## config.mk

```make
export PLATFORM = sky130hd
export DESIGN_NAME = page_xlate
export DESIGN_NICKNAME = d
export VERILOG_FILES = /design/src/rtl/page_xlate_pkg.sv /design/src/rtl/pt_addr_split.sv /design/src/rtl/pt_table.sv /design/src/rtl/pt_resp_reg.sv /design/src/rtl/page_xlate.sv
export SDC_FILE = /design/constraint.sdc
export NUM_CORES = 1
export LEC_CHECK = 0
export BUFFER_PORTS_ARGS = -buffer_cell sky130_fd_sc_hd__clkbuf_2
export CAP_MARGIN = 20
export CORE_MARGIN = 2
export CORE_UTILIZATION = 59
export CTS_BUF_LIST = sky130_fd_sc_hd__clkbuf_4 sky130_fd_sc_hd__clkbuf_8 sky130_fd_sc_hd__clkbuf_16
export DETAILED_ROUTE_END_ITERATION = 12
export PLACE_DENSITY = 0.95
export SYNTH_ARGS = -nofsm -noshare
export SYNTH_HDL_FRONTEND = slang
export SYNTH_SLANG_ARGS = --single-unit
```

## constraint.sdc

```tcl
create_clock -name clk -period 3.6 [get_ports clk]
set_input_delay 0.54 -clock clk [delete_from_list [all_inputs] [get_ports clk]]
set_output_delay 0.54 -clock clk [all_outputs]
set_load 0.01 [all_outputs]
```

## src/rtl/page_xlate_pkg.sv

```systemverilog
// Package page_xlate_pkg
// Holds the default sizes shared by the translator and its bench, plus a
// helper that derives the offset width from the page size.
// Assumes the page size is a power of two.
package page_xlate_pkg;
    localparam int unsigned DEF_ADDR_W     = 14;
    localparam int unsigned DEF_PAGE_BYTES = 2048;
    localparam int unsigned DEF_FRAME_W    = 5;

    // Number of offset bits for a page of the given byte count.
    function automatic int unsigned offset_bits(input int unsigned bytes);
        return $clog2(bytes);
    endfunction
endpackage

```

## src/rtl/pt_addr_split.sv

```systemverilog
// Module pt_addr_split
// Cuts a logical address into its page index (high bits) and its byte
// offset (low bits). Purely combinational.
// Assumes ADDR_W > OFF_W.
module pt_addr_split #(
    parameter int unsigned ADDR_W = 14,
    parameter int unsigned OFF_W  = 11,
    localparam int unsigned PN_W  = ADDR_W - OFF_W
) (
    input  logic [ADDR_W-1:0] addr,
    output logic [PN_W-1:0]   page,
    output logic [OFF_W-1:0]  offset
);
    // Field extraction.
    always_comb begin
        page   = addr[ADDR_W-1:OFF_W];
        offset = addr[OFF_W-1:0];
    end
endmodule

```

## src/rtl/pt_table.sv

```systemverilog
// Module pt_table
// Page table held in registers: one frame number and one valid flag per
// entry. There is one synchronous write port and one combinational read
// port. A read in the same cycle as a write returns the old contents.
// Reset clears only the valid flags.
module pt_table #(
    parameter int unsigned ENTRIES = 8,
    parameter int unsigned FRAME_W = 5,
    localparam int unsigned IDX_W  = $clog2(ENTRIES)
) (
    input  logic               clk,
    input  logic               rst_n,
    input  logic               wr_en,
    input  logic [IDX_W-1:0]   wr_idx,
    input  logic [FRAME_W-1:0] wr_frame,
    input  logic               wr_valid,
    input  logic [IDX_W-1:0]   rd_idx,
    output logic [FRAME_W-1:0] rd_frame,
    output logic               rd_valid
);
    logic [ENTRIES-1:0]              vld_q;
    logic [ENTRIES-1:0][FRAME_W-1:0] frm_q;
    logic [ENTRIES-1:0]              wsel;

    // Per-entry write select decode.
    for (genvar gi = 0; gi < ENTRIES; gi++) begin : g_sel
        assign wsel[gi] = wr_en && (wr_idx == IDX_W'(gi));
    end

    // Valid flags: cleared by reset, loaded on a write.
    always_ff @(posedge clk) begin
        if (!rst_n) begin
            vld_q <= '0;
        end else begin
            for (int i = 0; i < ENTRIES; i++) begin
                if (wsel[i]) vld_q[i] <= wr_valid;
            end
        end
    end

    // Frame numbers: loaded on a write, no reset needed.
    always_ff @(posedge clk) begin
        for (int i = 0; i < ENTRIES; i++) begin
            if (wsel[i]) frm_q[i] <= wr_frame;
        end
    end

    // Read port.
    always_comb begin
        rd_frame = frm_q[rd_idx];
        rd_valid = vld_q[rd_idx];
    end
endmodule

```

## src/rtl/pt_resp_reg.sv

```systemverilog
// Module pt_resp_reg
// Registers the translation result. It joins the frame number to the
// offset on a hit, and gives a zero address with a fault on an invalid
// entry. All outputs are zero in cycles with no request.
module pt_resp_reg #(
    parameter int unsigned FRAME_W = 5,
    parameter int unsigned OFF_W   = 11,
    localparam int unsigned PADDR_W = FRAME_W + OFF_W
) (
    input  logic               clk,
    input  logic               rst_n,
    input  logic               req_valid,
    input  logic               hit,
    input  logic [FRAME_W-1:0] frame,
    input  logic [OFF_W-1:0]   offset,
    output logic               rsp_valid,
    output logic [PADDR_W-1:0] rsp_paddr,
    output logic               rsp_fault
);
    // Result register.
    always_ff @(posedge clk) begin
        if (!rst_n) begin
            rsp_valid <= 1'b0;
            rsp_paddr <= '0;
            rsp_fault <= 1'b0;
        end else begin
            rsp_valid <= req_valid;
            rsp_fault <= req_valid && !hit;
            rsp_paddr <= (req_valid && hit) ? {frame, offset} : '0;
        end
    end
endmodule

```

## src/rtl/page_xlate.sv

```systemverilog
// Module page_xlate
// Translates logical addresses to physical addresses through a page table
// held in registers. The result has a latency of one cycle. Table writes
// take effect on the following cycle.
// Assumes PAGE_BYTES is a power of two and smaller than 2**ADDR_W.
module page_xlate
    import page_xlate_pkg::*;
#(
    parameter int unsigned ADDR_W     = DEF_ADDR_W,
    parameter int unsigned PAGE_BYTES = DEF_PAGE_BYTES,
    parameter int unsigned FRAME_W    = DEF_FRAME_W,
    localparam int unsigned OFF_W     = offset_bits(PAGE_BYTES),
    localparam int unsigned PN_W      = ADDR_W - OFF_W,
    localparam int unsigned ENTRIES   = 1 << PN_W,
    localparam int unsigned PADDR_W   = FRAME_W + OFF_W
) (
    input  logic               clk,
    input  logic               rst_n,
    input  logic               wr_en,
    input  logic [PN_W-1:0]    wr_idx,
    input  logic [FRAME_W-1:0] wr_frame,
    input  logic               wr_valid,
    input  logic               req_valid,
    input  logic [ADDR_W-1:0]  req_addr,
    output logic               rsp_valid,
    output logic [PADDR_W-1:0] rsp_paddr,
    output logic               rsp_fault
);
    logic [PN_W-1:0]    page;
    logic [OFF_W-1:0]   offset;
    logic [FRAME_W-1:0] frame;
    logic               hit;

    pt_addr_split #(.ADDR_W(ADDR_W), .OFF_W(OFF_W)) u_split (
        .addr   (req_addr),
        .page   (page),
        .offset (offset)
    );

    pt_table #(.ENTRIES(ENTRIES), .FRAME_W(FRAME_W)) u_table (
        .clk      (clk),
        .rst_n    (rst_n),
        .wr_en    (wr_en),
        .wr_idx   (wr_idx),
        .wr_frame (wr_frame),
        .wr_valid (wr_valid),
        .rd_idx   (page),
        .rd_frame (frame),
        .rd_valid (hit)
    );

    pt_resp_reg #(.FRAME_W(FRAME_W), .OFF_W(OFF_W)) u_resp (
        .clk       (clk),
        .rst_n     (rst_n),
        .req_valid (req_valid),
        .hit       (hit),
        .frame     (frame),
        .offset    (offset),
        .rsp_valid (rsp_valid),
        .rsp_paddr (rsp_paddr),
        .rsp_fault (rsp_fault)
    );
endmodule

```

==> impl_metrics.yaml <==
setup_path:
  path_buf_inv: 1
  end_kind: "register"
  path_cells: "clkbuf_2, mux2_2, o22ai_4, nor4_1"
  worstSetupStartpointType: "primary input"
  reg2reg_depth: 3
  setup.worst_path.class: "in2reg"
  crit_arrival_ns: 1.83
  crit_required_ns: 3.79
  crit_fanout: 17
  slowest_delay_ns: 0.42
  crit_slowest_cell: "mux2_2"
  rr_endpoint: "u_resp.rsp_paddr[15]"
  r2r-start: "u_table.vld_q[1]"
  r2r_slack_ns: 2.28
  crit_family: "multiplexers"
timing:
  relSlewSlack_pct: 63.6
  drv_slew: 0
  fin_setup_tns_ns: 0
  fin_crit_sh_pct: 45.7
  skew_ns: 0.00944
  setup_viol: 0
  fin_crit_ns: 1.65
  fin_ws_ns: 1.95
  worst_pin_slew_ns: 0.546
  rsz0062_at_grt: "false"
  hold_viol: 0
  clock.fmax_mhz: 607
cts:
  clkTransAtPathRegs_ns: 0.06
  numCtsBuffers: 9
  h-tree-depth: 3
  cts_tree: "yes"
  clock_latency_ns: 0.33
  holdBufCountCts: 0
  cts_max_path_buffers: 2
  post_cts_buffers: 0
  root_buffer: "clkbuf_8"
  cts_resized: 0
  cts_sinks: 66
power_and_ir_drop:
  p_seq_share_pct: 56.7
  internal_power_w: 0.00116
  p_sw_share_pct: 20.5
  p_leak_nw: 1.23
  p_sw_w: 0.000300
  power_frac_comb_pct: 7.0
  pwr_density_cell_nw_per_um2: 492
  ir_drop_mv: 0.322
  power.share.clock_pct: 36.4
detailed_routing:
  via_per_inst: 5.54
  firstDrtPassIters: 4
  drc: 0
  drt_iter0_markers: 49
  drt-total-wl_mm: 4.38
  drtAntennaViolNets: 0
  vias: 1452
  wl_per_cell_um: 16.7
floorplan:
  dieArea_um2: 4930
  start_util_pct: 60.2
  core_um2: 4290
  rows: 24
  pin_count: 45
  die_x_um: 70.2
  fp.dieH_um: 70.2
place:
  dpl.hpwl_mm: 3.09
  routabilityCongestion: 0.728
  io_buffer_count: 44
  place_ws_ns: 1.62
  place_inst: 246
  dpl_cell_area_um2: 2800
yosys:
  yosysMostFrequentCell: "edfxtp_1"
  synthDistinctLibCells: 23
  syn_avg_cell_area_um2: 16.4
  synthArstFlopShare_pct: 0
  synth-edff-count: 40
  synth_top_area_share_pct: 46.4
  synth_top_flop_cell: "edfxtp_1"
  syn_nets: 185
  ys_seq_elements: 66
  synth_area_leaders: "edfxtp_1 (46%), dfxtp_1 (20%), mux4_1 (10%), mux2i_1 (5.8%), nor4_1 (3.9%)"
  synth-seq-area-share_pct: 66.6
  synth_common_cells: "edfxtp_1 (40), dfxtp_1 (26), inv_1 (16), nor4_1 (16), mux2i_1 (15)"
  syn_inst: 158
  yosys.area.top_type: "edfxtp_1"
  synth_area_um2: 2590
  synth_warnings: 0
worst_hold_path:
  hold_depth: 3
  hold_path_class: "in2reg"
  min_from: "req_addr[2]"
  hold_end: "u_resp.rsp_paddr[2]"
finish:
  antenna_cells: 0
  final_nets: 232
  layout-drive-gt1-share_pct: 31.9
  syn_to_final_growth_pct: 15.1
  fin_area_um2: 2980
  final_cell_count_no_fill: 262
  fillerInstances: 288
run_status:
  status: "finished, final reports clean"
global_route:
  antenna_found_initial: 0
  grt_pass1_vias: 1425
  grt_max_degree: 18
  gr-total-overflow: 0
  grt_pass1_wl_mm: 7.07
  grt_util_all_layers_pct: 19.6
flow_run:
  drv_cap: 0
-- sequential cells by signal, summed over array words and instances, names as in the netlist --
register / count
u_resp.rsp_valid: 1
u_table.frm_q: 40
u_table.vld_q: 8
u_resp.rsp_fault: 1
u_resp.rsp_paddr: 16
-- area by class of cell --
class,count,area (µm²),share of cell area [%]
Sequential cell,66,1720,57.8
Multi-Input combinational cell,67,728,24.5
Timing Repair Buffer,45,228,7.65
Clock buffer,15,169,5.67
Tap cell,52,65.1,2.19
Inverter,16,60.1,2.02
Clock inverter,1,5.00,0.168
-- worst min-delay path: cells and delay by family --
| kind | cells | cell delay [ns] |
|---|---|---|
| buffers and inverters | 2 | 0.12 |
| AND/OR/NAND/NOR | 1 | 0.04 |
-- through the flow --
stage	hold WS [ns]	utilization [%]	power [W]
after global routing	0.422	69.3	0.00152
after detailed placement	0.508	65.3	0.000948
final	0.416	69.3	0.00146
after global placement	0.496	65.3	0.000942
after CTS	0.404	69.3	0.00148
after floorplan	0.478	-	0.000914
-- kinds of logic after synthesis --
logic type	synth area share, %
muxes	17.0
buffers and inverters	5.27
AOI/OAI and AO/OA	1.40
DFF	66.6
and+or+nand+nor	9.77
-- placed cells by master, fill, tap and decap left out --
cell	n
clkbuf_8	9
nand2b_1	1
nor2_1	1
a22o_1	1
nand2_1	2
clkinv_2	1
o21a_1	1
edfxtp_1	40
nand4_1	1
mux2i_1	15
mux4_1	10
nor2b_1	9
buf_4	1
and4bb_2	3
mux2_2	1
inv_1	16
clkbuf_4	6
mux2_4	1
clkbuf_2	44
nand4b_1	3
nor4_1	16
nor4b_1	1
o22ai_4	1
dfxtp_1	26
-- metal layers --
| metal | GRT usage (%) | up-vias | wire length, µm | part of all wire (%) |
|---|---|---|---|---|
| li1 | - | 700 | - | - |
| met5 | 0 | - | 0 | 0 |
| met4 | 10.3 | 0 | 99 | 2.3 |
| met3 | 4.62 | 9 | 268 | 6.1 |
| met1 | 25.6 | 680 | 1980 | 45 |
| met2 | 30.6 | 63 | 2030 | 46 |
-- power by group through the flow --
stage	clock network, W	logic, W	registers (W)
global placement	0	0.0000977	0.000845
floorplan	0	0.0000663	0.000847
CTS	0.000545	0.000103	0.000830
global route	0.000577	0.000112	0.000831
finish	0.000532	0.000102	0.000830
detailed placement	0	0.000102	0.000846
-- how the worst max path moves through the flow --
stage,startpoint,end,depth (start not counted)
floorplan,wr_idx[0],u_table.vld_q[0],3
global placement,req_addr[11],u_resp.rsp_paddr[14],4
detailed placement,req_addr[11],u_resp.rsp_paddr[14],4
CTS,req_addr[11],u_resp.rsp_paddr[15],4
global route,req_addr[11],u_resp.rsp_paddr[14],4
finish,req_addr[11],u_resp.rsp_paddr[15],4
Power figures use the tool's default switching activity.
